==> config.mk <==
export PLATFORM = sky130hd
export DESIGN_NAME = evt_filt_counter
export DESIGN_NICKNAME = d
export VERILOG_FILES = /design/src/rtl/efc_pkg.sv /design/src/rtl/efc_cfg_reg.sv /design/src/rtl/efc_gate.sv /design/src/rtl/efc_count.sv /design/src/rtl/evt_filt_counter.sv
export SDC_FILE = /design/constraint.sdc
export NUM_CORES = 1
export LEC_CHECK = 0
export ABC_AREA = 0
export CORE_ASPECT_RATIO = 0.5
export CORE_MARGIN = 4
export CORE_UTILIZATION = 39
export CTS_CLUSTER_SIZE = 28
export DETAILED_ROUTE_END_ITERATION = 7
export GPL_ROUTABILITY_DRIVEN = 0
export PLACE_DENSITY = 0.85
export SETUP_SLACK_MARGIN = 0.1
export SLEW_MARGIN = 20
export SYNTH_ARGS = -nofsm -noshare
export SYNTH_HDL_FRONTEND = slang
export SYNTH_HIERARCHICAL = 1
export SYNTH_SLANG_ARGS = --single-unit
==> constraint.sdc <==
create_clock -name clk_i -period 2.9 [get_ports clk_i]
set_input_delay 0.435 -clock clk_i [delete_from_list [all_inputs] [get_ports clk_i]]
set_output_delay 0.435 -clock clk_i [all_outputs]
set_load 0.02 [all_outputs]
==> src/rtl/efc_pkg.sv <==
package efc_pkg;
  typedef enum logic [1:0] {
    SEC_S  = 2'b00,
    SEC_NS = 2'b01,
    SEC_RL = 2'b10,
    SEC_X  = 2'b11
  } sec_e;

  // field placement is fixed by the register layout
  typedef struct packed {
    logic        blk_k;        // 31
    logic        blk_u;        // 30
    logic        ns_k_ref;     // 29
    logic        ns_u_ref;     // 28
    logic        hyp_en;       // 27
    logic [4:0]  rsv_hi;       // 26:22
    logic        realm_u_ref;  // 21
    logic [4:0]  rsv_lo;       // 20:16
    logic [15:0] evt_sel;      // 15:0
  } cfg_t;

  localparam logic [31:0] CFG_RSV_MASK = 32'h07DF_0000;
  localparam logic [31:0] CFG_WR_MASK  = ~CFG_RSV_MASK;
endpackage

==> src/rtl/efc_cfg_reg.sv <==
module efc_cfg_reg
  import efc_pkg::*;
(
  input  logic        clk_i,
  input  logic        rst_ni,
  input  logic        wr_i,
  input  logic [31:0] wr_data_i,
  output cfg_t        cfg_o
);
  logic [31:0] cfg_q;

  always_ff @(posedge clk_i or negedge rst_ni) begin
    if (!rst_ni)   cfg_q <= '0;
    else if (wr_i) cfg_q <= wr_data_i & CFG_WR_MASK;
  end

  assign cfg_o = cfg_t'(cfg_q);


  a_r4_rsv_zero: assert property (@(posedge clk_i) disable iff (!rst_ni)
    (cfg_o.rsv_hi == 5'd0) && (cfg_o.rsv_lo == 5'd0));
  // event number kept as written
  a_r3_sel_kept: assert property (@(posedge clk_i) disable iff (!rst_ni)
    wr_i |=> cfg_o.evt_sel == $past(wr_data_i[15:0]));
endmodule

==> src/rtl/efc_gate.sv <==
module efc_gate
  import efc_pkg::*;
(
  input  logic       clk_i,
  input  logic       rst_ni,
  input  cfg_t       cfg_i,
  input  logic [1:0] lvl_i,
  input  logic [1:0] sec_i,
  input  logic       el3_narrow_i,
  output logic       allow_o
);
  logic is_ns, is_rl;
  logic blk_l0, blk_l1, blk_l2, blk_l3;

  assign is_ns = (sec_i == SEC_NS);
  assign is_rl = (sec_i == SEC_RL);

  always_comb begin
    blk_l0 = cfg_i.blk_u
           | (is_ns & (cfg_i.ns_u_ref    ^ cfg_i.blk_u))
           | (is_rl & (cfg_i.realm_u_ref ^ cfg_i.blk_u));
    blk_l1 = cfg_i.blk_k
           | (is_ns & (cfg_i.ns_k_ref ^ cfg_i.blk_k));
    blk_l2 = ~cfg_i.hyp_en;
    blk_l3 = el3_narrow_i & cfg_i.blk_k;
    unique case (lvl_i)
      2'd0:    allow_o = ~blk_l0;
      2'd1:    allow_o = ~blk_l1;
      2'd2:    allow_o = ~blk_l2;
      default: allow_o = ~blk_l3;
    endcase
  end

  a_r9_lvl2_block: assert property (@(posedge clk_i) disable iff (!rst_ni)
    (lvl_i == 2'd2 && !cfg_i.hyp_en) |-> !allow_o);
  a_r6_lvl0_block: assert property (@(posedge clk_i) disable iff (!rst_ni)
    (lvl_i == 2'd0 && cfg_i.blk_u) |-> !allow_o);
  a_r5_lvl1_block: assert property (@(posedge clk_i) disable iff (!rst_ni)
    (lvl_i == 2'd1 && cfg_i.blk_k) |-> !allow_o);
  a_r7_ns_k_mismatch: assert property (@(posedge clk_i) disable iff (!rst_ni)
    (lvl_i == 2'd1 && sec_i == SEC_NS && (cfg_i.ns_k_ref != cfg_i.blk_k)) |-> !allow_o);
endmodule

==> src/rtl/efc_count.sv <==
module efc_count #(
  parameter int CNT_W = 32
) (
  input  logic             clk_i,
  input  logic             rst_ni,
  input  logic             inc_i,
  input  logic             wr_i,
  input  logic [CNT_W-1:0] wr_data_i,
  output logic [CNT_W-1:0] cnt_o
);
  logic [CNT_W-1:0] cnt_q;

  always_ff @(posedge clk_i or negedge rst_ni) begin
    if (!rst_ni)      cnt_q <= '0;
    else if (wr_i)    cnt_q <= wr_data_i;   // write wins
    else if (inc_i)   cnt_q <= cnt_q + 1'b1;
  end

  assign cnt_o = cnt_q;

  a_r10_wr_prio: assert property (@(posedge clk_i) disable iff (!rst_ni)
    wr_i |=> cnt_o == $past(wr_data_i));
  a_r2_step: assert property (@(posedge clk_i) disable iff (!rst_ni)
    (!wr_i && inc_i) |=> cnt_o == $past(cnt_o) + 1'b1);
  a_r2_hold: assert property (@(posedge clk_i) disable iff (!rst_ni)
    (!wr_i && !inc_i) |=> $stable(cnt_o));
endmodule

==> src/rtl/evt_filt_counter.sv <==
module evt_filt_counter
  import efc_pkg::*;
#(
  parameter int NUM_EVT = 64
) (
  input  logic               clk_i,
  input  logic               rst_ni,
  input  logic [NUM_EVT-1:0] evt_i,
  input  logic [1:0]         lvl_i,
  input  logic [1:0]         sec_i,
  input  logic               el3_narrow_i,
  input  logic               wr_en_i,
  input  logic               reg_addr_i,
  input  logic [31:0]        wr_data_i,
  output logic [31:0]        rd_data_o,
  output logic [31:0]        cnt_o
);
  localparam int          SEL_W     = (NUM_EVT > 1) ? $clog2(NUM_EVT) : 1;
  localparam logic [16:0] NUM_EVT_L = 17'(NUM_EVT);

  cfg_t cfg;
  logic allow, supported, evt_hit, inc;

  efc_cfg_reg u_cfg (
    .clk_i     (clk_i),
    .rst_ni    (rst_ni),
    .wr_i      (wr_en_i & ~reg_addr_i),
    .wr_data_i (wr_data_i),
    .cfg_o     (cfg)
  );

  efc_gate u_gate (
    .clk_i        (clk_i),
    .rst_ni       (rst_ni),
    .cfg_i        (cfg),
    .lvl_i        (lvl_i),
    .sec_i        (sec_i),
    .el3_narrow_i (el3_narrow_i),
    .allow_o      (allow)
  );

  assign supported = ({1'b0, cfg.evt_sel} < NUM_EVT_L);
  assign evt_hit   = supported & evt_i[cfg.evt_sel[SEL_W-1:0]];
  assign inc       = evt_hit & allow;

  efc_count #(.CNT_W(32)) u_cnt (
    .clk_i     (clk_i),
    .rst_ni    (rst_ni),
    .inc_i     (inc),
    .wr_i      (wr_en_i & reg_addr_i),
    .wr_data_i (wr_data_i),
    .cnt_o     (cnt_o)
  );

  assign rd_data_o = reg_addr_i ? cnt_o : 32'(cfg);

  a_r3_unsup_idle: assert property (@(posedge clk_i) disable iff (!rst_ni)
    (!supported && !wr_en_i) |=> $stable(cnt_o));
endmodule

Word level (Yosys, flattened, before mapping). Cells that the tools add are included. W data, S select, Z words.

$add $sub $neg: 1. $lt $le $gt $ge: 2. Equal/unequal tests: 4. Muxes and demuxes: 6. Bitwise operators: 18. Reduce and logical (&&, ||, !) cells: 2.

Operators by type and width (count): $mux W32 (3); $add A32 B1 Y32 const B (1); $lt A16 B7 Y1 const B (1); $and A1 B1 Y1 (8); $lt A6 B7 Y1 const B (1); $bmux W1 S6 (1); $eq A2 B1 Y1 const B (2); $eq A2 B2 Y1 const B (2); $not A1 Y1 (4); $or A1 B1 Y1 (3); $pmux W1 S3 (1); $xor A1 B1 Y1 (3); $logic_not A2 Y1 (1); $reduce_bool A2 Y1 (1); $mux W1 (1).

Flip-flop bits (word level): 54. Input port bits: 105. Output and inout bits: 64. Logic and storage cells: 35.

Depth between registers and ports, before layout.
Depth after elaboration: 9. Mapped depth: 12. Mapped depth without buffers: 11.

Hierarchy. Netlist, hierarchy kept.

Modules (own cells, without submodules): efc_count (times used 1, cells each 219, area an instance 1966.9 sq um, seq. area each 800.8 sq um); evt_filt_counter (times used 1, cells each 83, area an instance 1068.5 sq um, seq. area each 0.0 sq um); efc_cfg_reg (times used 1, cells each 57, area an instance 899.6 sq um, seq. area each 550.5 sq um); efc_gate (times used 1, cells each 8, area an instance 66.3 sq um, seq. area each 0.0 sq um).

Least setup slack after synthesis. No wires, ideal clock.

Path kind: in2reg. Start point: in sec_i[1]. End point: reg u_cnt.cnt_q[17] (netlist: u_cnt/cnt_o[17]). Setup time: 0.082 ns. Arrival: 3.089 ns. Required time: 2.818 ns. Path slack: -0.271 ns. Cell stages on the path: 12. Path buffers: 1. Cell sequence: and4bb_1 > nor3b_1 > a221o_1 > nor4b_1 > and3_2 > o2111ai_1 > o32ai_1 > and4_1 > buf_6 > nand4_4 > or4_1 > a31oi_1.

Longest elaborated chain between the ends: 8. Elaborated cells between the ends (all ways): 13. Those cells by class: 2 x eq/ne; 1 x mux; 9 x bitwise; 1 x reduce/logical.

RTL lines: start: declaration (RTL line evt_filt_counter.sv:10) `input logic [1:0] sec_i,`; $eq A2 B1 Y1 (RTL line efc_gate.sv:15) `assign is_ns = (sec_i == SEC_NS);`; $and A1 B1 Y1 (RTL line efc_gate.sv:20) `| (is_ns & (cfg_i.ns_u_ref ^ cfg_i.blk_u))`; $or A1 B1 Y1 (RTL line efc_gate.sv:20); $or A1 B1 Y1 (RTL line efc_gate.sv:21) `| (is_rl & (cfg_i.realm_u_ref ^ cfg_i.blk_u));`; $not A1 Y1 (RTL line efc_gate.sv:27) `2'd0: allow_o = ~blk_l0;`; $pmux W1 S3 * (RTL line efc_gate.sv:26) `unique case (lvl_i)`; via allow (RTL line evt_filt_counter.sv:22) `logic allow, supported, evt_hit, inc;`; $and A1 B1 Y1 * (RTL line evt_filt_counter.sv:44) `assign inc = evt_hit & allow;`; via inc (RTL line evt_filt_counter.sv:22); $reduce_bool A2 Y1 (no line) *; end signal: assignment (RTL line efc_count.sv:15) `else if (wr_i) cnt_q <= wr_data_i;`; end signal: assignment (RTL line efc_count.sv:16) `else if (inc_i) cnt_q <= cnt_q + 1'b1;`; end: declaration (RTL line efc_count.sv:11) `logic [CNT_W-1:0] cnt_q;`.

Mark *: on every way through the listed nets, which the timed path passes. The rest lies on a longest branch. A chain may end at the register's enable or synchronous reset.

Final worst setup path.
Start point: reg u_cfg.cfg_q[21] (netlist: u_cfg/cfg_o[21]). End point: reg u_cnt.cnt_q[30] (netlist: u_cnt/cnt_o[30]).

Longest elaborated chain between the ends: 7.

RTL lines: start: declaration (RTL line efc_cfg_reg.sv:10) `logic [31:0] cfg_q;`; start signal: assignment (RTL line efc_cfg_reg.sv:14) `else if (wr_i) cfg_q <= wr_data_i & CFG_WR_MASK;`; $xor A1 B1 Y1 (RTL line efc_gate.sv:21); $and A1 B1 Y1 (RTL line efc_gate.sv:21); $or A1 B1 Y1 (RTL line efc_gate.sv:21); $not A1 Y1 (RTL line efc_gate.sv:27); $pmux W1 S3 (RTL line efc_gate.sv:26); via allow (RTL line evt_filt_counter.sv:22); $and A1 B1 Y1 (RTL line evt_filt_counter.sv:44); via inc (RTL line evt_filt_counter.sv:22); $reduce_bool A2 Y1 (no line).

The timed path passes the listed nets, and every way through them passes these cells.

==> results.md <==
* Status: finished, violations left
* Failing checks: setup timing
* RSZ-0062 raised after global routing: true
* Max-Cap Viols at 0
* Max VDD drop at 240.2 µV
* Crit start category: flip-flop
* Post-Place Worst Slack at -675.7 ps
* Hpwl dp at 9811 µm
* Crit path DAT at 3390 ps
* Vias per inst at 5.563
* WP data required at 3140 ps
* Core box area at 9728 µm²
* Via count at 3844
* Final-stage net count at 661
* Synth cell types at 59
* Ports at 169
* Minimum clock period at 3157 ps
* TritonRoute pass-1 iters at 5
* CTS tree: built
* Final instance area at 6297 µm²
* R2r worst-path depth at 13
* Initial Util at 0.4113
* Max H-tree Level at 2
* Residual DRC at 0
* Largest net degree at the start of global routing at 36
* Antenna cells at 0
* Clk slew on worst S/H paths at 70 ps
* Synth Cell Area at 4001 µm²
* Sequential fraction of the synthesis area at 0.3377
* IO buf count at 168
* DIE WIDTH at 151.2 µm
* Final worst slack at -257.0 ps
* Power density cells at 439.2 nW/µm²
* Grt total ovfl at 0
* CTS max path bufs at 2
* Total CTS buffers at 5
* Routed len/inst at 18.95 µm
* Row count at 25
* Total Routing Usage GR at 0.2124
* CP endpoint kind: flip-flop
* Clock latency on the worst-skew pair at 300 ps
* Register bit total from synthesis at 54
* Total Wirelength at 13090 µm
* Commonest non-fill, non-tap cells in the layout: 162 x clkdlybuf4s50_1, 54 x mux2_2, 53 x dfrtp_1, 25 x buf_4, 24 x nand2_1
* Worst Tran Pin Value at 808.1 ps
* Area contributors post-synth: dfrtp_1 34%, mux2_2 15%, mux4_1 9.2%
* CP Max Fanout at 8
* Initial DRC Count at 272
* Global-route wire length before repair at 20200 µm
* Fill cells at 734
* Synth-to-layout area growth at 57.38%
* Number of global-route vias before repair at 4011
* DP Area at 5918 µm²
* Chip height at 79.63 µm
* Cell accounting for the most synthesized area: dfrtp_1
* Count of final setup violators at 22
* Leak at 0.002426 µW
* Synth Area per Inst at 10.90 µm²
* Final period utilization at 1.089
* EDFF count, synth at 0
* Die ar. at 12040 µm²
* Post-synth ARST share at 1.000
* Post-synth top area share at 0.3377
* Clock Skews at 8.265 ps
* Layout cells sized above 1 at 0.2446
* Primary FF master, synth: dfrtp_1
* CP Class: flip-flop to flip-flop
* CTS Sinks at 54
* F_max at 0.3168 GHz
* Endpoints failing hold at 0
* Most common cell after layout, fill and taps aside: clkdlybuf4s50_1
* Relative slew slack at 0.4613
* Initial antenna violation count at 0
* Ys Warns at 6
* Max-slew violation count at 0
* Root Driver: clkbuf_16
* HP Class: input pin to async pin
* Mapped Cells at 367
* ANT nets after route at 0
-- layout make-up --
| class | count | area, µm² | share of cell area |
|---|---|---|---|
| Clock buffer | 7 | 142.6 | 0.02265 |
| Clock inverter | 1 | 5.005 | 0.0007948 |
| Inverter | 5 | 18.77 | 0.002980 |
| Multi-Input combinational cell | 284 | 2575 | 0.4089 |
| Sequential cell | 54 | 1353 | 0.2148 |
| Tap cell | 135 | 168.9 | 0.02682 |
| Timing Repair Buffer | 205 | 2034 | 0.3231 |
-- path summary, 6_finish.rpt --
check	end	startpoint	slack, ps
max	u_cnt/cnt_o[30]$_DFFE_PN0P_	u_cfg/cfg_o[21]$_DFFE_PN0P_	-260
max in group asynchronous	u_cfg/cfg_o[0]$_DFFE_PN0P_	rst_ni	2150
min	u_cnt/cnt_o[31]$_DFFE_PN0P_	rst_ni	80
max reg2reg	u_cnt/cnt_o[30]$_DFFE_PN0P_	u_cfg/cfg_o[21]$_DFFE_PN0P_	-260
min reg2reg	u_cfg/cfg_o[8]$_DFFE_PN0P_	u_cfg/cfg_o[8]$_DFFE_PN0P_	540
min in group clk_i	u_cfg/cfg_o[8]$_DFFE_PN0P_	u_cfg/cfg_o[8]$_DFFE_PN0P_	540
-- repair_timing --
item,in CTS,in global routing
setup buffers,7,4
hold buffers,0,0
setup endpoints to repair,29,30
cloned,2,0
gates resized for setup,29,18
pin swaps,25,24
-- cell usage after synthesis, types with 2 or more instances --
cell,count
and3_1,4
inv_1,5
nor3_1,2
o31ai_1,10
clkbuf_8,2
nand4_4,2
and4_4,2
and3_2,2
mux2i_1,2
dfrtp_1,54
buf_4,12
mux4_1,14
buf_2,2
or3_1,4
nor4b_1,2
a31oi_1,14
mux4_2,4
nor4_1,3
o21ai_0,21
and2_1,4
mux2_2,54
and4_1,3
or4_1,12
nor3b_1,3
o211ai_1,2
buf_6,6
o31a_1,3
nor2b_1,3
nand2b_1,2
nand3_1,10
nand4_1,14
xor2_1,10
nand2_1,27
nor2_1,18
clkbuf_1,10
xnor2_1,2
-- worst max-delay path: stages, from the launching register on --
cell and delay [ps]:
dfrtp_1 450, and3b_1 200, nor4_2 130, a221o_1 190
nor4b_4 180, and3_4 230, o2111ai_4 110, o32ai_4 310
buf_4 160, and3_4 240, nand3_4 140, buf_4 190
nor4_1 360, o31a_1 190
-- routing by layer --
metal / GRT usage / routed length [µm] / up-vias
met5: 0 / 0 / -
met4: 0.06781 / 218 / 0
met3: 0.04141 / 888 / 18
met2: 0.3772 / 6766 / 151
met1: 0.2613 / 5217 / 1882
li1: - / - / 1793
-- power breakdown --
group	internal [µW]	switching (µW)
Sequential	853	168
Combinational	643	475
Clock	344	283
-- registers in the layout, summed over array words and instances (netlist names) --
| register | cells |
|---|---|
| u_cfg/cfg_o | 22 |
| u_cnt/cnt_o | 32 |
-- cells by family (layout without fill, tap and decap cells) --
group	after synthesis	after routing	synth area share
buffers and inverters	39	218	0.06879
multiplexers	74	74	0.2714
adder cells (fa/ha/maj)	1	1	0.003126
flip-flops	54	54	0.3377
AO/OA/AOI/OAI	59	59	0.09756
other	1	10	0.0009372
XOR/XNOR	12	12	0.02627
AND/OR/NAND/NOR	127	128	0.1942
-- per-stage QoR --
step	utilization	cells	hold WS, ps	setup TNS [ps]	power (µW)
final	0.6473	691	80.00	-2415	2766
after detailed placement	0.6084	673	414.1	-15630	2115
after global routing	0.6473	691	112.0	-5146	2894
after global placement	0.6084	673	403.7	-11940	2085
after floorplan	-	376	139.4	0	1587
after CTS	0.6385	689	87.77	-4150	2772
Power figures use the tool's default switching activity.
